===== src/rtl/eeprom_sema_regs.sv =====
module eeprom_sema_regs #(
  parameter int WORDS   = 64,
  parameter int WORD_W  = 16,
  parameter int EADDR_W = 14
) (
  input  logic                     clk,
  input  logic                     rst_n,
  input  logic [1:0]               reg_sel,
  input  logic                     reg_we,
  input  logic                     reg_re,
  input  logic [31:0]              reg_wdata,
  output logic [31:0]              reg_rdata,
  input  logic                     img_we,
  input  logic [$clog2(WORDS)-1:0] img_addr,
  input  logic [WORD_W-1:0]        img_data,
  input  logic                     fw_we,
  input  logic [31:0]              fw_wdata
);
  localparam int IW = $clog2(WORDS);
  localparam logic [1:0] SEL_EE = 2'd0, SEL_SW = 2'd1, SEL_FW = 2'd2, SEL_SY = 2'd3;
  localparam logic [31:0] FW_MASK = 32'h0007_800F;
  localparam logic [EADDR_W-1:0] LIMIT = EADDR_W'(WORDS);

  logic [WORD_W-1:0] mem [WORDS];
  logic [31:0] ee_q, fw_q, sync_q;
  logic [2:0]  sw_q;

  always_ff @(posedge clk)
    if (img_we) mem[img_addr] <= img_data;

  wire ee_wr = reg_we && reg_sel == SEL_EE;
  wire sw_wr = reg_we && reg_sel == SEL_SW;
  wire sw_rd = reg_re && !reg_we && reg_sel == SEL_SW;
  wire [EADDR_W-1:0] req_addr = reg_wdata[EADDR_W+1:2];
  wire in_range = req_addr < LIMIT;
  wire [WORD_W-1:0] fetched = in_range ? mem[req_addr[IW-1:0]] : '0;

  always_ff @(posedge clk)
    if (!rst_n)
      ee_q <= '0;
    else if (ee_wr) begin
      if (reg_wdata[0]) ee_q <= {fetched, req_addr, 1'b1, 1'b0};
      else              ee_q <= {ee_q[31:16], reg_wdata[15:0]};
    end

  always_ff @(posedge clk)
    if (!rst_n)      sw_q <= '0;
    else if (sw_wr)  sw_q <= {reg_wdata[2], reg_wdata[1] & ~fw_q[0], reg_wdata[0]};
    else if (sw_rd)  sw_q[0] <= 1'b1;

  always_ff @(posedge clk)
    if (!rst_n)      fw_q <= '0;
    else if (fw_we)  fw_q <= fw_wdata & FW_MASK;

  always_ff @(posedge clk)
    if (!rst_n)                               sync_q <= '0;
    else if (reg_we && reg_sel == SEL_SY)     sync_q <= reg_wdata;

  always_comb
    case (reg_sel)
      SEL_EE:  reg_rdata = ee_q;
      SEL_SW:  reg_rdata = {29'd0, sw_q};
      SEL_FW:  reg_rdata = fw_q;
      default: reg_rdata = sync_q;
    endcase


  ee_start_done_chk: assert property (@(posedge clk) disable iff (!rst_n)
    (reg_we && reg_sel == SEL_EE && reg_wdata[0]) |=> (ee_q[1] && !ee_q[0]));


  ee_oor_zero_chk: assert property (@(posedge clk) disable iff (!rst_n)
    (reg_we && reg_sel == SEL_EE && reg_wdata[0] && reg_wdata[EADDR_W+1:2] >= LIMIT)
      |=> (ee_q[31:16] == '0));


  ee_hold_data_chk: assert property (@(posedge clk) disable iff (!rst_n)
    (reg_we && reg_sel == SEL_EE && !reg_wdata[0]) |=> $stable(ee_q[31:16]));


  sw_lock_after_read_chk: assert property (@(posedge clk) disable iff (!rst_n)
    (reg_re && !reg_we && reg_sel == SEL_SW) |=> reg_rdata[0] || reg_sel != SEL_SW);


  sw_fw_block_chk: assert property (@(posedge clk) disable iff (!rst_n)
    (reg_we && reg_sel == SEL_SW && fw_q[0]) |=> !sw_q[1]);


  fw_bus_ignored_chk: assert property (@(posedge clk) disable iff (!rst_n)
    !fw_we |=> $stable(fw_q));
endmodule


===== config.mk =====
export PLATFORM = sky130hd
export DESIGN_NAME = eeprom_sema_regs
export DESIGN_NICKNAME = d
export VERILOG_FILES = /design/src/rtl/eeprom_sema_regs.sv
export SDC_FILE = /design/constraint.sdc
export NUM_CORES = 1
export LEC_CHECK = 0
export BUFFER_PORTS_ARGS = -buffer_cell sky130_fd_sc_hd__buf_4
export CAP_MARGIN = 20
export CORE_AREA = 2 2 252 279
export CTS_CLUSTER_SIZE = 8
export DETAILED_ROUTE_END_ITERATION = 7
export DIE_AREA = 0 0 254 281
export PLACE_DENSITY = 0.79
export SETUP_SLACK_MARGIN = 0.1
export SYNTH_ARGS = -nofsm -noshare
export SYNTH_HDL_FRONTEND = slang
export SYNTH_SLANG_ARGS = --single-unit

===== constraint.sdc =====
create_clock -name clk -period 3.15 [get_ports clk]
set_input_delay 0.63 -clock clk [delete_from_list [all_inputs] [get_ports clk]]
set_output_delay 0.63 -clock clk [all_outputs]
set_load 0.005 [all_outputs]

==> qor.log <==
INFO  power_and_ir_drop sw_frac_of_total=20.8%
INFO  timing         finalClockSkew=0.0204ns
INFO  setup_path     worstReg2RegEnd=ee_q[30]$_SDFFE_PN0P_
INFO  logic_synthesis async_flop_share=0%
INFO  die            die_area=71400µm²
INFO  clock_network  clk-insertion-delay-late=0.73ns
INFO  route          met3RoutedLength=12300µm
INFO  route          detailedRoute.firstIterationViolations=3535
INFO  logic_synthesis ys_dominant_reg_cell=edfxtp_1
INFO  clock_network  clock-sinks=1098
INFO  setup_path     worst-endpoint-required=2.52ns
INFO  grt            maximum_number_of_pins_on_one_net_before_global_route_repair=65
INFO  clock_network  cts_resized=0
INFO  die            initial_utilization=61.7%
INFO  die            die_height=281µm
INFO  timing         worstMarginPinSlew=1.07ns
INFO  setup_path     crit-reg2reg-launch=mem[4][14]$_DFFE_PP_
INFO  logic_synthesis synthMuxAreaShare=16.1%
INFO  clock_network  deepest_level_of_the_cts_h_tree=4
INFO  logic_synthesis most_instantiated_cells_after_synthesis=1024 x edfxtp_1, 258 x mux4_2, 178 x nand2_1
INFO  logic_synthesis top_post_synthesis_cells_by_area=edfxtp_1 73%, mux4_2 14%, dfxtp_1 3.5%, mux2i_1 2.1%, nand2_1 1.6%
INFO  placed_design  placement.io_buffers=101
INFO  logic_synthesis synth_largest_area_cell=edfxtp_1
INFO  timing         finalCriticalPeriod=2.45ns
INFO  timing         relSlewSlack=28.3%
INFO  route          ant_nets=0
INFO  layout         layout.area.seq=32200µm²
INFO  power_and_ir_drop internal-power=25.8mW
INFO  grt            grt_pass1_wl=156000µm
INFO  timing         timing.setup.tns=0ns
INFO  setup_path     worstSetupStartpoint=reg_sel[0]
INFO  logic_synthesis postSynthRegisterBits=1098
INFO  layout         stdcell_count=3321
INFO  layout         design.final.nets=2439
INFO  route          drt_wl_total=107000µm
INFO  power_and_ir_drop power.share.combinational=4.7%
INFO  layout         final_layout_size_suffix_gt1_share=27.7%
INFO  logic_synthesis synth-edff-count=1024
INFO  job            cap_violations=0
INFO  route          drt_drc_violations_left=0
INFO  route          detail_route.wl_per_cell=32.1µm
INFO  route          wl_met2=52600µm
INFO  die            std_cell_rows=101
INFO  setup_path     critical_path.endpoint=reg_rdata[7]
INFO  setup_path     path_max_fanout=19
INFO  setup_path     ff2ff_setup_slack=1.10ns
INFO  timing         timing.fmax=408MHz
INFO  setup_path     crit_type=primary input to output port
INFO  route          via_per_inst=6.84
INFO  logic_synthesis synth-simple-area-share=3.73%
INFO  layout         area_delta_synth_final=16.0%
INFO  layout         final_design_utilization=71.5%
INFO  logic_synthesis synth.top_cell.area_share=72.8%
INFO  logic_synthesis top_count_cell_post_synth=edfxtp_1
INFO  route          dr_top_layer=met5
INFO  power_and_ir_drop leakagePower=16.1nW
INFO  logic_synthesis syn-cell-area=42200µm²
INFO  die            fp.dieW=254µm
INFO  outcome        run_status=finished, final reports clean
INFO  clock_network  cts_setup_buffers=0
INFO  clock_network  clock_path_buffers=3
INFO  route          via_count=22700
INFO  layout         fillerInstances=3779
INFO  clock_network  cts.reportedPaths.clkPinSlew=0.05ns
INFO  placed_design  finalWeightedCongestion=0.917
INFO  logic_synthesis yosys.cell_types.count=37
INFO  grt            grt.overflow.total=0
INFO  logic_synthesis synth_top_family_by_area=multiplexers
INFO  power_and_ir_drop share_clk_of_total_power=45.8%
INFO  logic_synthesis synth_xor_xnor_area_share=0%
INFO  setup_path     critPathLaunchType=primary input
INFO  setup_path     end_kind=output port
INFO  power_and_ir_drop power.net_switching=6.77mW
INFO  power_and_ir_drop vdd_ir_drop_max=0.524mV
INFO  grt            antenna_violations_before_repair=5
INFO  logic_synthesis synth_fa_ha_area_share=0%
INFO  route          wl_met1=37400µm
INFO  clock_network  clock_tree_from_tritoncts=yes
INFO  min_path       holdCritPathClass=primary input to flip-flop
INFO  power_and_ir_drop power_per_cell_area=665nW/µm²
INFO  logic_synthesis number_of_synthesis_warnings=0
INFO  clock_network  cts_buffers=155
INFO  power_and_ir_drop power.share.sequential=49.5%
INFO  placed_design  placed_cells=3115
INFO  timing         post-route-period-util=77.8%
INFO  clock_network  clock-root-buffer=clkbuf_16
INFO  route          drtPass1Iterations=6
INFO  setup_path     worst-r2r-cell-count=5
INFO  die            floorplan.io_pins=126
INFO  grt            vias_in_the_first_global_route=23300
INFO  die            core-area=68500µm²
INFO  grt            gr-usage-all-layers=30.9%
INFO  timing         timing.final.max_slew_violations=0
INFO  setup_path     critical_path_arrival=1.82ns
INFO  timing         grt_setup_unrepaired=false
INFO  logic_synthesis syn-num-nets=2180
INFO  timing         timing.final.hold_violations=0
INFO  layout         total_area_of_multi_input_combinational_cells=9380µm²
INFO  logic_synthesis synth.yosys.seq_area_share=76.3%
INFO  clock_network  ctsHoldBuffers=0
INFO  placed_design  place_hpwl=58200µm
INFO  logic_synthesis syn-instance-count=2086
INFO  logic_synthesis synth_area_per_cell=20.2µm²
INFO  timing         setup_viol=0
INFO  logic_synthesis synth_compound_area_share=2.39%
[final cells by class]
| type | count | share of cell area, % |
|---|---|---|
| Sequential cell | 1098 | 65.8 |
| Multi-Input combinational cell | 862 | 19.1 |
| Clock buffer | 198 | 8.55 |
| Timing Repair Buffer | 226 | 3.97 |
| Tap cell | 927 | 2.37 |
| Clock inverter | 7 | 0.171 |
| Inverter | 2 | 0.0153 |
| Antenna cell | 1 | 0.00511 |
[power by group through the flow]
stage	clock [mW]	sequential [mW]	combinational, mW
global route	15.5	16.1	1.61
finish	14.9	16.1	1.53
global placement	0	16.4	1.44
CTS	15.0	16.1	1.52
floorplan	0	16.4	0.824
detailed placement	0	16.4	1.49
[registers in the layout, summed over array words and instances (netlist names)]
| signal | cells |
|---|---|
| sw_q | 3 |
| ee_q | 31 |
| mem | 1024 |
| sync_q | 32 |
| fw_q | 8 |
[layout by cell type, fill, tap and decap left out, types with 2 or more instances in the layout]
master     Yosys  final
buf_6          6      2
clkinv_8       0      3
nand2b_1       3      3
buf_4         18    204
or3_1          2      2
nor2_1        84     83
mux4_2       258    258
nand4_1       28     28
dfxtp_1       74     74
nand2_1      178    178
buf_8          0      2
o2111ai_1      4      4
nor2b_1       10     10
nor3_2         0      2
a22oi_1       39     39
inv_1          2      2
edfxtp_1    1024   1024
o21ai_0        5      5
clkbuf_16      0    162
and2_1         4      4
buf_12         0     18
nand3b_1       2      2
o22a_1         6      6
a21oi_1       50     50
inv_6          0      3
mux2_2         6      6
nand3_1       40     40
clkbuf_1      55     36
a22o_1        30     30
nor3_1         5      3
a221oi_1       9      9
mux2i_1       90     90
[through the flow]
step                power, mW  hold WS, ns  cell area, µm²  setup WS [ns]
finish                   32.6        0.142           49000          0.700
global route             33.3        0.129           49000          0.656
CTS                      32.6        0.112           49000          0.724
detailed placement       17.9        0.448           44700          0.351
global placement         17.8        0.442           44700        -0.0888
floorplan                17.2        0.426           42200          0.485
[critical path, stage by stage]
cell	delay (ns)
buf_4	0.18
and2_0	0.41
buf_6	0.25
a22o_1	0.21
buf_4	0.13
[metal layers]
layer	track usage (%)	vias up
met5	0	-
met4	12.7	8
met3	7.62	303
met2	49.6	1812
met1	41.1	11600
li1	-	9018
[logic make-up (layout without fill, tap and decap cells)]
family	after synthesis	count (layout)
flip-flops	1098	1098
AND/OR/NAND/NOR	363	363
multiplexers	354	354
AO/OA/AOI/OAI	145	145
buffers and inverters	126	433
other	0	1
[worst min path at each step]
stage / slack [ns] / endpoint / cells after the start / from
floorplan: 0.43 / ee_q[16]$_SDFFE_PN0P_ / 2 / ee_q[16]$_SDFFE_PN0P_
global placement: 0.44 / ee_q[13]$_SDFFE_PN0N_ / 2 / ee_q[13]$_SDFFE_PN0N_
detailed placement: 0.45 / sync_q[4]$_SDFFE_PN0P_ / 2 / sync_q[4]$_SDFFE_PN0P_
CTS: 0.11 / fw_q[1]$_SDFFE_PN0P_ / 3 / fw_wdata[1]
global route: 0.13 / fw_q[2]$_SDFFE_PN0P_ / 3 / fw_wdata[2]
finish: 0.14 / fw_q[1]$_SDFFE_PN0P_ / 3 / fw_wdata[1]
(Power assumes the default switching activity.)
